File: src/rtl/packer_pkg.sv
package packer_pkg;
   typedef enum logic {
      MODE_BYPASS = 1'b0,
      MODE_PACKED = 1'b1
   } pack_mode_e;

   function automatic int unsigned half_width(input int unsigned nib_w, input int unsigned lanes);
      return nib_w * lanes;
   endfunction
endpackage

File: src/rtl/msb_slicer.sv
module msb_slicer #(
   parameter int unsigned ADC_W = 14,
   parameter int unsigned NIB_W = 4
) (
   input  logic [ADC_W-1:0] sample,
   output logic [NIB_W-1:0] nibble
);
   generate
      if (NIB_W > ADC_W) begin : g_bad_width
         $error("msb_slicer: NIB_W exceeds ADC_W");
      end
      if (NIB_W == ADC_W) begin : g_whole
         assign nibble = sample;
      end else begin : g_top
         assign nibble = sample[ADC_W-1 -: NIB_W];
      end
   endgenerate
endmodule

File: src/rtl/lane_packer.sv
module lane_packer #(
   parameter int unsigned NIB_W = 4,
   parameter int unsigned LANES = 4,
   localparam int unsigned HALF_W = NIB_W * LANES,
   localparam int unsigned CW = (LANES > 1) ? $clog2(LANES) : 1
) (
   input  logic              clk,
   input  logic              rst_n,
   input  logic              en,
   input  logic              start,
   input  logic [NIB_W-1:0]  nib_i,
   input  logic [NIB_W-1:0]  nib_q,
   output logic              done,
   output logic [HALF_W-1:0] word_i,
   output logic [HALF_W-1:0] word_q
);
   generate
      if (LANES < 2) begin : g_bad_lanes
         $error("lane_packer: LANES must be at least 2");
      end
   endgenerate

   logic [CW-1:0]    cnt;
   logic [NIB_W-1:0] lane_i [LANES-1];
   logic [NIB_W-1:0] lane_q [LANES-1];

   localparam logic [CW-1:0] LAST = CW'(LANES - 1);

   assign done = en && !start && (cnt == LAST);

   always_ff @(posedge clk or negedge rst_n) begin
      if (!rst_n) begin
         cnt <= '0;
      end else if (!en) begin
         cnt <= '0;
      end else if (start) begin
         cnt <= CW'(1);
      end else if (cnt == LAST) begin
         cnt <= '0;
      end else begin
         cnt <= cnt + CW'(1);
      end
   end

   genvar k;
   generate
      for (k = 0; k < LANES - 1; k++) begin : g_lane
         if (k == 0) begin : g_head
            always_ff @(posedge clk or negedge rst_n) begin
               if (!rst_n) begin
                  lane_i[k] <= '0;
                  lane_q[k] <= '0;
               end else if (en) begin
                  lane_i[k] <= nib_i;
                  lane_q[k] <= nib_q;
               end
            end
         end else begin : g_body
            always_ff @(posedge clk or negedge rst_n) begin
               if (!rst_n) begin
                  lane_i[k] <= '0;
                  lane_q[k] <= '0;
               end else if (en) begin
                  lane_i[k] <= lane_i[k-1];
                  lane_q[k] <= lane_q[k-1];
               end
            end
         end
      end
      for (k = 0; k < LANES; k++) begin : g_word
         if (k == 0) begin : g_new
            assign word_i[NIB_W-1:0] = nib_i;
            assign word_q[NIB_W-1:0] = nib_q;
         end else begin : g_old
            assign word_i[(k+1)*NIB_W-1 -: NIB_W] = lane_i[k-1];
            assign word_q[(k+1)*NIB_W-1 -: NIB_W] = lane_q[k-1];
         end
      end
   endgenerate

   // completed words are never back to back
   assert_done_spacing_R4 : assert property (@(posedge clk) disable iff (!rst_n)
      done |=> !done);
endmodule

File: src/rtl/word_holder.sv
module word_holder #(
   parameter int unsigned W = 32
) (
   input  logic         clk,
   input  logic         rst_n,
   input  logic         src_vld,
   input  logic [W-1:0] src_data,
   input  logic         out_ready,
   input  logic         ovf_clr,
   output logic         out_valid,
   output logic [W-1:0] out_data,
   output logic         ovf_flag
);
   logic take;
   logic drop;

   assign take = src_vld && (!out_valid || out_ready);
   assign drop = src_vld && out_valid && !out_ready;

   always_ff @(posedge clk or negedge rst_n) begin
      if (!rst_n) begin
         out_valid <= 1'b0;
         out_data  <= '0;
      end else if (take) begin
         out_valid <= 1'b1;
         out_data  <= src_data;
      end else if (out_ready) begin
         out_valid <= 1'b0;
      end
   end

   always_ff @(posedge clk or negedge rst_n) begin
      if (!rst_n) begin
         ovf_flag <= 1'b0;
      end else if (drop) begin
         ovf_flag <= 1'b1;
      end else if (ovf_clr) begin
         ovf_flag <= 1'b0;
      end
   end

   assert_hold_R7 : assert property (@(posedge clk) disable iff (!rst_n)
      (out_valid && !out_ready) |=> (out_valid && $stable(out_data)));

   assert_drop_flags_R8 : assert property (@(posedge clk) disable iff (!rst_n)
      (src_vld && out_valid && !out_ready) |=> ovf_flag);

   assert_ovf_sticky_R9 : assert property (@(posedge clk) disable iff (!rst_n)
      (ovf_flag && !ovf_clr) |=> ovf_flag);
endmodule

File: src/rtl/adc_nibble_packer.sv
module adc_nibble_packer #(
   parameter int unsigned ADC_W = 14,
   parameter int unsigned NIB_W = 4,
   parameter int unsigned LANES = 4,
   parameter int unsigned DDC_W = 16,
   localparam int unsigned HALF_W = packer_pkg::half_width(NIB_W, LANES),
   localparam int unsigned WORD_W = 2 * HALF_W
) (
   input  logic              clk,
   input  logic              rst_n,
   input  logic              pack_mode,
   input  logic              start,
   input  logic [ADC_W-1:0]  adc_i,
   input  logic [ADC_W-1:0]  adc_q,
   input  logic [DDC_W-1:0]  ddc_i,
   input  logic [DDC_W-1:0]  ddc_q,
   input  logic              ddc_valid,
   output logic [WORD_W-1:0] out_data,
   output logic              out_valid,
   input  logic              out_ready,
   output logic              ovf_flag,
   input  logic              ovf_clr
);
   import packer_pkg::*;

   generate
      if (HALF_W != DDC_W) begin : g_bad_half
         $error("adc_nibble_packer: NIB_W*LANES must equal DDC_W");
      end
   endgenerate

   pack_mode_e       mode;
   logic [NIB_W-1:0] nib_i, nib_q;
   logic             word_done;
   logic [HALF_W-1:0] word_i, word_q;
   logic             src_vld;
   logic [WORD_W-1:0] src_data;

   assign mode = pack_mode_e'(pack_mode);

   msb_slicer #(.ADC_W(ADC_W), .NIB_W(NIB_W)) u_slice_i (
      .sample(adc_i), .nibble(nib_i));
   msb_slicer #(.ADC_W(ADC_W), .NIB_W(NIB_W)) u_slice_q (
      .sample(adc_q), .nibble(nib_q));

   lane_packer #(.NIB_W(NIB_W), .LANES(LANES)) u_pack (
      .clk(clk), .rst_n(rst_n), .en(mode == MODE_PACKED), .start(start),
      .nib_i(nib_i), .nib_q(nib_q), .done(word_done),
      .word_i(word_i), .word_q(word_q));

   always_comb begin
      if (mode == MODE_PACKED) begin
         src_vld  = word_done;
         src_data = {word_i, word_q};
      end else begin
         src_vld  = ddc_valid;
         src_data = {ddc_i, ddc_q};
      end
   end

   word_holder #(.W(WORD_W)) u_hold (
      .clk(clk), .rst_n(rst_n), .src_vld(src_vld), .src_data(src_data),
      .out_ready(out_ready), .ovf_clr(ovf_clr), .out_valid(out_valid),
      .out_data(out_data), .ovf_flag(ovf_flag));

   assert_bypass_pass_R6 : assert property (@(posedge clk) disable iff (!rst_n)
      (!pack_mode && ddc_valid && (!out_valid || out_ready))
      |=> (out_valid && out_data == $past({ddc_i, ddc_q})));
endmodule

File: config.mk
export PLATFORM = sky130hd
export DESIGN_NAME = adc_nibble_packer
export DESIGN_NICKNAME = d
export VERILOG_FILES = /design/src/rtl/packer_pkg.sv /design/src/rtl/msb_slicer.sv /design/src/rtl/lane_packer.sv /design/src/rtl/word_holder.sv /design/src/rtl/adc_nibble_packer.sv
export SDC_FILE = /design/constraint.sdc
export NUM_CORES = 1
export LEC_CHECK = 0
export BUFFER_PORTS_ARGS = -buffer_cell sky130_fd_sc_hd__buf_2
export CAP_MARGIN = 0
export CORE_MARGIN = 2
export CORE_UTILIZATION = 40
export CTS_CLUSTER_DIAMETER = 80
export DETAILED_ROUTE_END_ITERATION = 10
export GPL_TIMING_DRIVEN = 0
export PLACE_DENSITY_LB_ADDON = 0.05
export SLEW_MARGIN = 30
export SYNTH_ARGS = -nofsm -noshare
export SYNTH_HDL_FRONTEND = slang
export SYNTH_SLANG_ARGS = --single-unit
File: constraint.sdc
create_clock -name clk -period 2 [get_ports clk]
set_input_delay 0.1 -clock clk [delete_from_list [all_inputs] [get_ports clk]]
set_output_delay 0.1 -clock clk [all_outputs]
set_load 0.1 [all_outputs]
==> results.cfg <==
[status]
status = finished, final reports clean

[timing]
grt_setup_unrepaired = no
fin_crit_ns = 1.62
finClkSkew_ns = 0.00424
setup_viol_count_final = 0
finalHoldViolCount = 0
fin_tns_setup_ns = 0
min_period_over_period_pct = 80.9
worstMarginPinSlew_ns = 0.513
fmax_mhz = 618
drv_slew = 0
slew_headroom_pct = 65.8

[placed_design]
io_buffer_count = 79
gp_congestion = 0.692
dp_cells = 405
hpwl_um = 4180

[power_and_ir_drop]
swShare_pct = 44.5
p_clk_share_pct = 23.2
p_int_w = 0.00235
p_per_area_mw_per_mm2 = 1200
power_switching_w = 0.00188
static-leakage-power_nw = 1.90
power.total_w = 0.00423
power_frac_comb_pct = 40.9
pwr-share-seq_pct = 35.9
vdd_drop_max_mv = 0.571

[clocking]
cts_buffer_depth = 2
clock_sinks = 60
cts_root_buf = clkbuf_8
hold_buffers = 9
htreeDepth = 3
clock_latency_ns = 0.33
clkTransAtPathRegs_ns = 0.06
post-cts-setup-buffers = 0
cts_resized = 0
cts_tree = built
cts_made_buffers = 9

[detailed_routing]
vias = 1999
vias_per_cell = 4.67
finalWirelength_um = 6010
ant_nets = 0
route.detailed.drc = 0
drt_pass1_iterations = 4
avgRoutedWirePerCell_um = 14.0
first_iter_violations = 84

[synth]
synth-seq-cells = 60
yosysWarnings = 0
postSynthCellCount = 245
synth_area_per_cell_um2 = 11.2
synth_fp_nets = 313
ys_seq_area_share_pct = 54.9
synth_area_leaders = dfrtp_1 (55%), mux2_4 (16%), o21ai_0 (8.8%)
yosysTopAreaCell = dfrtp_1
syn-cell-area_mm2 = 0.00274
ys_types = 19
yosysTopAreaCellShare_pct = 54.9

[setup_path]
end_kind = register
crit_path_max_fanout = 10
critPathKind = register to register
crit_required_ns = 2.22
arrival_ns = 1.84
cp-start-kind = register

[flow_run]
maxCapViolations = 0

[global_route]
antenna_found_initial = 0
grt_max_degree = 32
grt_usage_pct = 17.4
grt_pass1_wl_um = 9750
grt.overflow.total = 0
grt_pass1_vias = 2002

[layout]
diodes = 0
final_common_cell = buf_2
syn_to_final_growth_pct = 28.6
nets = 413
drive_gt1_share_pct = 39.9
final_cell_mix = buf_2 (80), dfrtp_1 (60), inv_1 (51)
fin_cells = 428

[floorplanning]
rows = 30
initial_core_util_pct = 40.7
fp.coreArea_mm2 = 0.00672
dieHeight_um = 86.7
die-area_mm2 = 0.00752
ioPinCount = 101
die_x_um = 86.7

[min_path]
holdCritPathClass = primary input to register
==> flip-flops by register name, summed over array words and instances, names as in the netlist <==
name,count
u_hold.out_data,32
u_hold.out_valid,1
u_hold.ovf_flag,1
u_pack.cnt,2
u_pack.word_i,12
u_pack.word_q,12
==> through the flow <==
step | hold WS [ns] | setup slack [ns] | utilization [%] | area [um^2]
after floorplan | -0.196 | 0.139 | - | 2740
after global placement | 0.295 | 0.399 | 48.1 | 3230
after detailed placement | 0.0646 | 0.389 | 48.4 | 3250
after CTS | 0.0117 | 0.372 | 52.4 | 3520
after global routing | 0.0351 | 0.298 | 52.4 | 3520
final | 0.0337 | 0.383 | 52.4 | 3520
==> power by group through the flow <==
stage,logic [W],clock network (W),registers (W)
2_1_floorplan,0.000373,0,0.00259
3_3_place_gp,0.00172,0,0.00154
3_5_place_dp,0.00173,0,0.00154
4_1_cts,0.00175,0.00102,0.00152
5_1_grt,0.00181,0.00107,0.00154
6_report,0.00173,0.000983,0.00152
==> routing by layer <==
layer | vias up | GRT usage (%) | wire (um)
met5 | - | 0 | 0
met3 | 9 | 6.76 | 353
li1 | 985 | - | -
met4 | 0 | 6.39 | 79
met1 | 949 | 21.3 | 2700
met2 | 56 | 28.0 | 2870
==> path summary, 6_finish.rpt <==
check                              start                  end  slack, ns  cells after the start
setup / recovery           u_pack.cnt[0]  u_hold.out_data[17]       0.38                      5
hold / removal                     start        u_pack.cnt[0]       0.03                      3
setup reg to reg           u_pack.cnt[0]  u_hold.out_data[17]       0.38                      5
hold reg to reg            u_pack.cnt[0]        u_pack.cnt[0]       0.45                      1
max in group asynchronous          rst_n   u_hold.out_data[3]       1.26                      3
min in group asynchronous          rst_n   u_hold.out_data[9]       0.24                      2
==> critical path, cell delays in order (launching register included) <==
cell,delay [ns]
dfrtp_1,0.38
ha_1,0.18
nor2b_1,0.13
o211a_2,0.31
buf_6,0.19
mux2_4,0.30
==> kinds of logic (layout without fill, tap and decap cells) <==
| group | after synthesis | count (layout) | synth area share (%) |
|---|---|---|---|
| AO/OA/AOI/OAI | 51 | 51 | 9.56 |
| multiplexers | 41 | 41 | 20.9 |
| flip-flops | 60 | 60 | 54.9 |
| AND/OR/NAND/NOR | 29 | 29 | 4.34 |
| adder cells (fa/ha/maj) | 1 | 1 | 0.457 |
| buffers and inverters | 63 | 166 | 9.83 |
==> synthesized netlist by cell type (all sizes together) <==
| cell type | n |
|---|---|
| mux2 | 40 |
| clkbuf | 6 |
| nand2 | 25 |
| and3 | 1 |
| a21oi | 1 |
| nor2b | 1 |
| o21ai | 48 |
| inv | 51 |
| buf | 6 |
| o22ai | 1 |
| or2 | 1 |
| dfrtp | 60 |
| o211a | 1 |
| ha | 1 |
| nand2b | 1 |
| mux2i | 1 |
==> cell type report <==
type / instances / area (um^2)
buffer: 12 / 77.6
tap: 80 / 100
sequential: 60 / 1500
fill: 640 / 3200
clock inverter: 2 / 10.0
clock buffer: 12 / 165
inverter: 51 / 191
multi-input combinational: 122 / 966
timing repair buffer: 89 / 508
(Power assumes the default switching activity.)
